## src/rtl/gpio_edge_pkg.sv

```systemverilog
package gpio_edge_pkg;

    localparam logic [7:0] BANK_EN_ADDR = 8'h08;
    localparam logic [7:0] SET_BASE     = 8'h10;
    localparam int         SET_SHIFT    = 5;

    localparam logic [4:0] OFF_RISE_SET = 5'h00;
    localparam logic [4:0] OFF_RISE_CLR = 5'h04;
    localparam logic [4:0] OFF_FALL_SET = 5'h08;
    localparam logic [4:0] OFF_FALL_CLR = 5'h0C;
    localparam logic [4:0] OFF_STATUS   = 5'h10;

    typedef enum logic [2:0] {
        SEL_NONE,
        SEL_BANK_EN,
        SEL_RISE_SET,
        SEL_RISE_CLR,
        SEL_FALL_SET,
        SEL_FALL_CLR,
        SEL_STATUS
    } reg_sel_e;

endpackage

```

## src/rtl/gpio_edge_decode.sv

```systemverilog
module gpio_edge_decode
    import gpio_edge_pkg::*;
#(
    parameter int ADDR_W   = 8,
    parameter int NUM_SETS = 2,
    parameter int SIDX_W   = 1
) (
    input  logic [ADDR_W-1:0] addr,
    output reg_sel_e          sel,
    output logic [SIDX_W-1:0] set_idx
);
    localparam int HI_W = ADDR_W - SET_SHIFT;

    logic [ADDR_W-1:0] rel;
    logic [HI_W-1:0]   hi;

    assign rel = addr - ADDR_W'(SET_BASE);
    assign hi  = rel[ADDR_W-1:SET_SHIFT];

    always_comb begin
        sel     = SEL_NONE;
        set_idx = '0;
        if (addr == ADDR_W'(BANK_EN_ADDR)) begin
            sel = SEL_BANK_EN;
        end else if (addr >= ADDR_W'(SET_BASE) && int'(hi) < NUM_SETS) begin
            set_idx = SIDX_W'(hi);
            case (rel[SET_SHIFT-1:0])
                OFF_RISE_SET: sel = SEL_RISE_SET;
                OFF_RISE_CLR: sel = SEL_RISE_CLR;
                OFF_FALL_SET: sel = SEL_FALL_SET;
                OFF_FALL_CLR: sel = SEL_FALL_CLR;
                OFF_STATUS:   sel = SEL_STATUS;
                default:      sel = SEL_NONE;
            endcase
        end
    end

endmodule

```

## src/rtl/gpio_edge_set.sv

```systemverilog
module gpio_edge_set
    import gpio_edge_pkg::*;
#(
    parameter int LIVE_PINS = 32
) (
    input  logic        clk,
    input  logic        rst_n,
    input  logic [31:0] pin_in,
    input  logic        wr_en,
    input  reg_sel_e    wr_sel,
    input  logic [31:0] wdata,
    output logic [31:0] rise_en_q,
    output logic [31:0] fall_en_q,
    output logic [31:0] status_q
);
    localparam logic [31:0] LIVE_MASK = 32'((64'd1 << LIVE_PINS) - 64'd1);

    logic [31:0] prev_q;
    logic [31:0] wmask;
    logic [31:0] rise_edge;
    logic [31:0] fall_edge;
    logic [31:0] hit;
    logic [31:0] clr_mask;

    assign wmask     = wdata & LIVE_MASK;
    assign rise_edge = pin_in & ~prev_q & LIVE_MASK;
    assign fall_edge = ~pin_in & prev_q & LIVE_MASK;
    assign hit       = (rise_edge & rise_en_q) | (fall_edge & fall_en_q);
    assign clr_mask  = (wr_en && wr_sel == SEL_STATUS) ? wmask : 32'd0;

    always_ff @(posedge clk) begin
        if (!rst_n) begin
            prev_q    <= '0;
            rise_en_q <= '0;
            fall_en_q <= '0;
            status_q  <= '0;
        end else begin
            prev_q   <= pin_in & LIVE_MASK;
            status_q <= (status_q & ~clr_mask) | hit;
            if (wr_en) begin
                case (wr_sel)
                    SEL_RISE_SET: rise_en_q <= rise_en_q | wmask;
                    SEL_RISE_CLR: rise_en_q <= rise_en_q & ~wmask;
                    SEL_FALL_SET: fall_en_q <= fall_en_q | wmask;
                    SEL_FALL_CLR: fall_en_q <= fall_en_q & ~wmask;
                    default: ;
                endcase
            end
        end
    end


    rise_set_chk: assert property (@(posedge clk) disable iff (!rst_n)
        (wr_en && wr_sel == SEL_RISE_SET) |=>
        ((rise_en_q & $past(wdata & LIVE_MASK)) == $past(wdata & LIVE_MASK)));


    fall_clr_chk: assert property (@(posedge clk) disable iff (!rst_n)
        (wr_en && wr_sel == SEL_FALL_CLR) |=> ((fall_en_q & $past(wdata)) == 32'd0));


    no_spurious_status_chk: assert property (@(posedge clk) disable iff (!rst_n)
        1'b1 |=> ((status_q & ~$past(status_q) & ~$past(hit)) == 32'd0));


    sticky_status_chk: assert property (@(posedge clk) disable iff (!rst_n)
        !(wr_en && wr_sel == SEL_STATUS) |=> ((status_q & $past(status_q)) == $past(status_q)));


    edge_beats_clear_chk: assert property (@(posedge clk) disable iff (!rst_n)
        (wr_en && wr_sel == SEL_STATUS && (hit & wdata) != 32'd0) |=>
        ((status_q & $past(hit & wdata)) == $past(hit & wdata)));

endmodule

```

## src/rtl/gpio_edge_irq.sv

```systemverilog
module gpio_edge_irq
    import gpio_edge_pkg::*;
#(
    parameter int NUM_PINS = 48,
    parameter int ADDR_W   = 8,
    localparam int NUM_SETS   = (NUM_PINS + 31) / 32,
    localparam int NUM_GROUPS = (NUM_PINS + 15) / 16
) (
    input  logic                  clk,
    input  logic                  rst_n,
    input  logic [NUM_PINS-1:0]   pin_in,
    input  logic                  bus_we,
    input  logic [ADDR_W-1:0]     bus_addr,
    input  logic [31:0]           bus_wdata,
    output logic [31:0]           bus_rdata,
    output logic [NUM_GROUPS-1:0] irq_out
);
    localparam int PAD_W  = NUM_SETS * 32;
    localparam int SIDX_W = (NUM_SETS > 1) ? $clog2(NUM_SETS) : 1;

    reg_sel_e              sel;
    logic [SIDX_W-1:0]     set_idx;
    logic [PAD_W-1:0]      pins_pad;
    logic [PAD_W-1:0]      status_flat;
    logic [31:0]           rise_arr   [NUM_SETS];
    logic [31:0]           fall_arr   [NUM_SETS];
    logic [31:0]           status_arr [NUM_SETS];
    logic [NUM_GROUPS-1:0] bank_en_q;

    assign pins_pad = PAD_W'(pin_in);

    gpio_edge_decode #(
        .ADDR_W   (ADDR_W),
        .NUM_SETS (NUM_SETS),
        .SIDX_W   (SIDX_W)
    ) u_decode (
        .addr    (bus_addr),
        .sel     (sel),
        .set_idx (set_idx)
    );

    for (genvar s = 0; s < NUM_SETS; s++) begin : g_set
        localparam int LIVE = (NUM_PINS - 32 * s > 32) ? 32 : NUM_PINS - 32 * s;
        logic set_we;
        assign set_we = bus_we && (int'(set_idx) == s);

        gpio_edge_set #(.LIVE_PINS(LIVE)) u_set (
            .clk       (clk),
            .rst_n     (rst_n),
            .pin_in    (pins_pad[s*32 +: 32]),
            .wr_en     (set_we),
            .wr_sel    (sel),
            .wdata     (bus_wdata),
            .rise_en_q (rise_arr[s]),
            .fall_en_q (fall_arr[s]),
            .status_q  (status_arr[s])
        );
        assign status_flat[s*32 +: 32] = status_arr[s];
    end

    always_ff @(posedge clk) begin
        if (!rst_n) begin
            bank_en_q <= '0;
        end else if (bus_we && sel == SEL_BANK_EN) begin
            bank_en_q <= bus_wdata[NUM_GROUPS-1:0];
        end
    end

    for (genvar g = 0; g < NUM_GROUPS; g++) begin : g_grp
        assign irq_out[g] = bank_en_q[g] && (|status_flat[g*16 +: 16]);


        bank_off_chk: assert property (@(posedge clk) disable iff (!rst_n)
            (bus_we && sel == SEL_BANK_EN && !bus_wdata[g]) |=> !irq_out[g]);
    end

    always_comb begin
        bus_rdata = '0;
        case (sel)
            SEL_BANK_EN:                bus_rdata = 32'(bank_en_q);
            SEL_RISE_SET, SEL_RISE_CLR: bus_rdata = rise_arr[set_idx];
            SEL_FALL_SET, SEL_FALL_CLR: bus_rdata = fall_arr[set_idx];
            SEL_STATUS:                 bus_rdata = status_arr[set_idx];
            default:                    bus_rdata = '0;
        endcase
    end

endmodule

```

## config.mk

```make
export PLATFORM = sky130hd
export DESIGN_NAME = gpio_edge_irq
export DESIGN_NICKNAME = d
export VERILOG_FILES = /design/src/rtl/gpio_edge_pkg.sv /design/src/rtl/gpio_edge_decode.sv /design/src/rtl/gpio_edge_set.sv /design/src/rtl/gpio_edge_irq.sv
export SDC_FILE = /design/constraint.sdc
export NUM_CORES = 1
export LEC_CHECK = 0
export ABC_CLOCK_PERIOD_IN_PS = 3700
export BUFFER_PORTS_ARGS = -buffer_cell sky130_fd_sc_hd__buf_2
export CORE_ASPECT_RATIO = 0.6
export CORE_MARGIN = 3
export CORE_UTILIZATION = 64
export CTS_BUF_LIST = sky130_fd_sc_hd__clkbuf_8
export DETAILED_ROUTE_END_ITERATION = 7
export HOLD_SLACK_MARGIN = 0.15
export PLACE_DENSITY_LB_ADDON = 0.15
export SLEW_MARGIN = 5
export SYNTH_ARGS = -nofsm -noshare
export SYNTH_HDL_FRONTEND = slang
export SYNTH_SLANG_ARGS = --single-unit
```

## constraint.sdc

```tcl
create_clock -name clk -period 3.7 [get_ports clk]
set_clock_uncertainty 0.15 [all_clocks]
set_input_delay 0.37 -clock clk [delete_from_list [all_inputs] [get_ports clk]]
set_output_delay 0.37 -clock clk [all_outputs]
set_load 0.005 [all_outputs]
```

Word level (Yosys, flattened, before mapping)
Index checks and enable logic that the tools add are counted.

cells by class
  equal/unequal tests = 11
  magnitude comparators = 3
  bitwise gates (word level) = 32
  multiplexer cells = 21
  add/subtract/negate cells = 1
  reductions and logical operators = 21

operator list
  operator               count
  $and A32 B32 Y32       10
  $mux W32               10
  $pmux W32 S2           4
  $or A32 B32 Y32        6
  $not A32 Y32           5
  $pmux W32 S4           1
  $and A16 B32 Y32       2
  $or A32 B16 Y32        2
  $reduce_or A16 Y1      3
  $and A16 B16 Y16       2
  $not A16 Y16           2
  $not A16 Y32           1
  $mux W16               1
  $pmux W3 S5            1
  $eq A5 B4 Y1 const B   2
  $eq A3 B3 Y1 const B   3
  $logic_and A1 B1 Y1    9
  $eq A8 B4 Y1 const B   1
  $ge A8 B5 Y1 const B   1
  $reduce_and A2 Y1      4
  $sub A8 B5 Y8 const B  1
  $eq A3 B2 Y1 const B   2
  $mux W3                2
  $eq A5 B3 Y1 const B   1
  10 further kinds       13

storage, ports and cells
  output and inout bits = 35
  register bits after elaboration = 243
  input bits = 91
  logic and storage cells = 98

Logic depth before layout (Yosys ltp)
  depth after elaboration = 12
  gate-level depth with buffers = 11
  mapped depth without buffers = 8

By module
Synthesis repeated with hierarchy kept, for this count alone.

unflattened totals
  cells, all modules = 1,111
  area total of the unflattened synthesis = 10,153.5 µm²

by module, submodules not included
  module                          instances  seq. area each (µm²)  cells an instance  area each (µm²)
  gpio_edge_set (g_set[0].u_set)  1          2,562.5               548                5,190.0
  gpio_edge_set (g_set[1].u_set)  1          1,281.2               324                2,972.9
  gpio_edge_irq                   1          60.1                  219                1,865.5
  gpio_edge_decode                1          0.0                   20                 125.1

Least setup slack after synthesis
No wires, ideal clock.

  path type = input -> output
  start = input port bus_addr[4]
  end = output port bus_rdata[8]
  path buffers = 1
  path slack = 1.153 ns
  arrival time = 2.027 ns
  stages = 9
  required time = 3.180 ns
  cell sequence = inv_1 -> ha_1 -> or2_1 -> o21ai_2 -> a21o_1 -> nand2_1 -> buf_2 -> a221oi_1 -> o21ai_0

between the ends
  cells in the longest elaborated chain, start to end = 10
  elaborated cells on any way between the ends = 34
  classes of those cells = add/sub (1); order compare (2); eq/ne (11); mux (15); bitwise (1); reduce/logical (4)

RTL lines
  element                                    RTL line                                                       source
  from (decl)                                gpio_edge_irq.sv:13                                            input logic [ADDR_W-1:0] bus_addr,
  $sub A8 B5 Y8                              gpio_edge_decode.sv:17                                         assign rel = addr - ADDR_W'(SET_BASE);
  $lt A3 B2 Y1                               gpio_edge_decode.sv:25                                         end else if (addr >= ADDR_W'(SET_BASE) && int'(hi) < NUM_SETS) begin
  $logic_and A1 B1 Y1                        gpio_edge_decode.sv:25
  $mux W1                                    gpio_edge_decode.sv:25
  $mux W1                                    gpio_edge_decode.sv:23                                         if (addr == ADDR_W'(BANK_EN_ADDR)) begin
  $not A1 Y2 (not written as such)           gpio_edge_irq.sv:81, gpio_edge_irq.sv:82, gpio_edge_irq.sv:83
  $mux W32 (on tied branches) (3 in series)  gpio_edge_irq.sv:83, gpio_edge_irq.sv:81, gpio_edge_irq.sv:82
  $pmux W32 S4 *                             gpio_edge_irq.sv:79                                            case (sel)
  to (decl)                                  gpio_edge_irq.sv:15                                            output logic [31:0] bus_rdata,

Every way passes the cells marked *; elsewhere a longest branch is shown, timed or not. The select of a mux whose other input is x is not followed.

Worst setup path after layout
  start = input port bus_addr[4]
  end = output port bus_rdata[9]

Same word-level chain as after synthesis.

==> results by group <==
STA
  • RSZ-0062 raised after global routing: false
  • Actual slew at the worst max-slew pin: 1.054 ns
  • Setup violators final: 0
  • Max Fclk: 0.2970 GHz
  • Tmin final: 3.367 ns
  • PnR worst setup slack: 0.3334 ns
  • Fin. Hold Viols: 0
  • Setup_tns: 0 ns
  • Final Cycle Share: 90.99%
  • Slew Limit Headroom: 29.71%
  • Slew Viols, Final: 0

Placement
  • Port Buffers: 125
  • Detail Placement HPWL: 17.69 mm
  • Worst slack at placement: 0.2833 ns
  • Routability cong.: 0.9040

Yosys
  • Mapped Cells: 1012
  • Synth area leaders: dfxtp_1, a211oi_2, nand2_1
  • Seq/Total Area, Yosys: 42.48%
  • Avg Cell Area, Syn: 9.080 µm²
  • YS warnings: 0
  • EDFF count, synth: 0
  • Number of different library cells in the post-synthesis netlist: 53
  • Synthesized cell area: 9189 µm²
  • Share of the synthesized area in the top cell type: 42.48%
  • Synth area leader: dfxtp_1
  • Top FF cell, synth: dfxtp_1
  • Asr flop ratio synth: 0%
  • Seq cells post-synth: 195
  • Synth Net Count: 1105

Route
  • First-pass detailed-route iteration total: 8
  • Residual DRC count: 3
  • Starting DRT DRC Count: 1021
  • Final WL: 28.74 mm
  • Detail Route Antenna Nets: 0
  • DR WL/cell: 20.81 µm
  • Vias/cell: 6.547
  • Vias: 9042

Clock tree
  • # H-tree levels: 4
  • CTS buffer count: 17
  • CTS tree: done
  • Max clock buf depth: 2
  • Clock transition at path regs: 0.09 ns
  • Root Driver: clkbuf_8
  • Clock sink total: 195
  • Clk Latency, worst-skew pair: 0.46 ns

Layout
  • Fill count: 945
  • Nets: 1271
  • Area of the multi-input gates: 4830 µm²
  • Diodes inserted: 0
  • Layout cell share with drive strength beyond 1: 21.95%
  • Reg area: 3904 µm²
  • P&R area growth vs syn: 20.78%

Global routing
  • Largest net degree at the start of global routing: 106
  • Met2 usage: 52.29%
  • First-pass GRT wire length: 44.95 mm
  • Global route hottest layer: met2
  • GRT Residual Overflow: 0
  • Met3 usage: 9.786%
  • Initial antenna violation count: 0
  • Met1 global-route usage: 50.53%
  • Tot GR Track Use: 35.23%
  • Vias in the first global route: 8347

Worst setup path
  • Slowest-stage cell, CP: nand2_1
  • Critical Path Sink Type: output port
  • CP arrival: 2.85 ns
  • Critical path's largest stage delay: 0.40 ns
  • Crit-path max FO: 37
  • Most used cell along the critical path: buf_2
  • Crit path cell chain: buf_2 > inv_1 > ha_1 > nor4b_2 > and3_1 > nor2_4 > nand2_1 > buf_12 > a221oi_1 > o21ai_0 > buf_2
  • Critical Path RT: 3.18 ns
  • Worst setup SP type: input port
  • Crit path buf inv count: 4
  • Cell family with most CP delay: simple AND/OR/NAND/NOR gates
  • Crit Path Category: input port to output port

Floorplan
  • Core area: 13830 µm²
  • Die Wd: 160.7 µm
  • Row count: 33
  • Die height: 98.82 µm
  • Die area: 15880 µm²
  • I/O pin total: 126
  • Initial Util: 66.43%

Power
  • Maximum vdd drop: 0.2006 mV
  • Clock share of power: 33.8%
  • Leakage power: 0.003842 µW
  • P_sw: 1065 µW
  • Seq pwr share: 55.7%
  • Logic pwr share: 10.5%
  • Power density over cell area: 347.0 nW/µm²
  • Sw Ratio: 27.65%
  • Pint: 2787 µW

Status
  • Outcome: finished with violations
  • Failing checks: design-rule violations

Run
  • Max Cap Viol: 0

Hold path
  • Worst min path class: flop to flop
synth_stat cells (all sizes together) (5+ instances only):
master	n
a21oi	86
nand3	5
a31oi	46
nor4	14
a311oi	6
o21a	48
nand2	96
inv	7
a221oi	32
and4	13
o21ai	81
nor2	26
and2	50
a21boi	48
dfxtp	195
a22oi	17
clkbuf	42
a211oi	74
buf	47
nand3b	48
layout by cell type (no fill, tap or decap), types with 21 or more instances in the layout:
master	n
nand3b_1	48
o21ai_0	69
a211oi_1	44
o21a_1	48
a31oi_1	45
dlygate4sd3_1	86
buf_4	21
buf_2	124
a21oi_1	54
a21boi_0	40
a211oi_2	30
dfxtp_1	195
and2_1	49
nor2_1	21
nand2_1	96
a221oi_1	32
a21oi_2	31
worst reg2reg max path, cell delays in order (launching register included):
cell,delay [ns]
dfxtp_1,0.41
nand2_1,0.06
o21ai_0,0.24
o21a_1,0.17
cell type report:
cell class	count	share of cell area, %
Clock inverter	13	1.116
Tap cell	192	2.165
Sequential cell	195	35.17
Multi-Input combinational cell	721	43.52
Timing Repair Buffer	236	15.67
Inverter	7	0.2480
Clock buffer	17	2.108
power by group through the flow:
stage	logic [µW]	registers (µW)	clock network (µW)
after global placement	314	2190	0
after CTS	390	2140	1300
after global routing	432	2150	1380
after floorplan	173	2190	0
after detailed placement	319	2190	0
final	406	2140	1300
kinds of logic after synthesis:
group	count (synthesis)	synth area share (%)
and+or+nand+nor	272	16.93
buffers and inverters	96	5.215
AOI/OAI and AO/OA	446	35.01
xor gates and xnor gates	1	0.09533
DFF	195	42.48
adders and majority gates	2	0.2723
through the flow:
stage	utilization, %	area, µm²	std cells	hold slack (ns)	total power [µW]
after detailed placement	71.39	9874	1265	0.3300	2511
after CTS	80.20	11090	1381	0.3615	3833
after global placement	71.39	9874	1265	0.3288	2505
after floorplan	-	9189	1012	0.2996	2362
after global routing	80.24	11100	1381	0.3738	3965
final	80.24	11100	1381	0.3709	3851
metal layers:
metal | part of all wire (%) | vias to the layer above
li1 | - | 4128
met1 | 43 | 4190
met2 | 42 | 636
met3 | 13 | 88
met4 | 2.4 | 0
met5 | 0 | -
repair_timing:
| item | in CTS | in global routing |
|---|---|---|
| gates resized for setup | 0 | 1 |
| buffers inserted | 0 | 0 |
| hold buffers | 86 | 0 |
| hold endpoints to repair | 169 | 0 |
| endpoints found under the setup margin | 0 | 1 |
path summary, 6_finish.rpt:
| kind | from | end | slack, ns | depth (start not counted) |
|---|---|---|---|---|
| min | bank_en_q[0] | bank_en_q[0] | 0.37 | 2 |
| max reg2reg | flop | g_set[1].u_set.status_q[14] | 2.62 | 3 |
| min reg2reg | bank_en_q[0] | bank_en_q[0] | 0.37 | 2 |
| max | bus_addr[4] | bus_rdata[9] | 0.33 | 11 |
(Power assumes the default switching activity.)
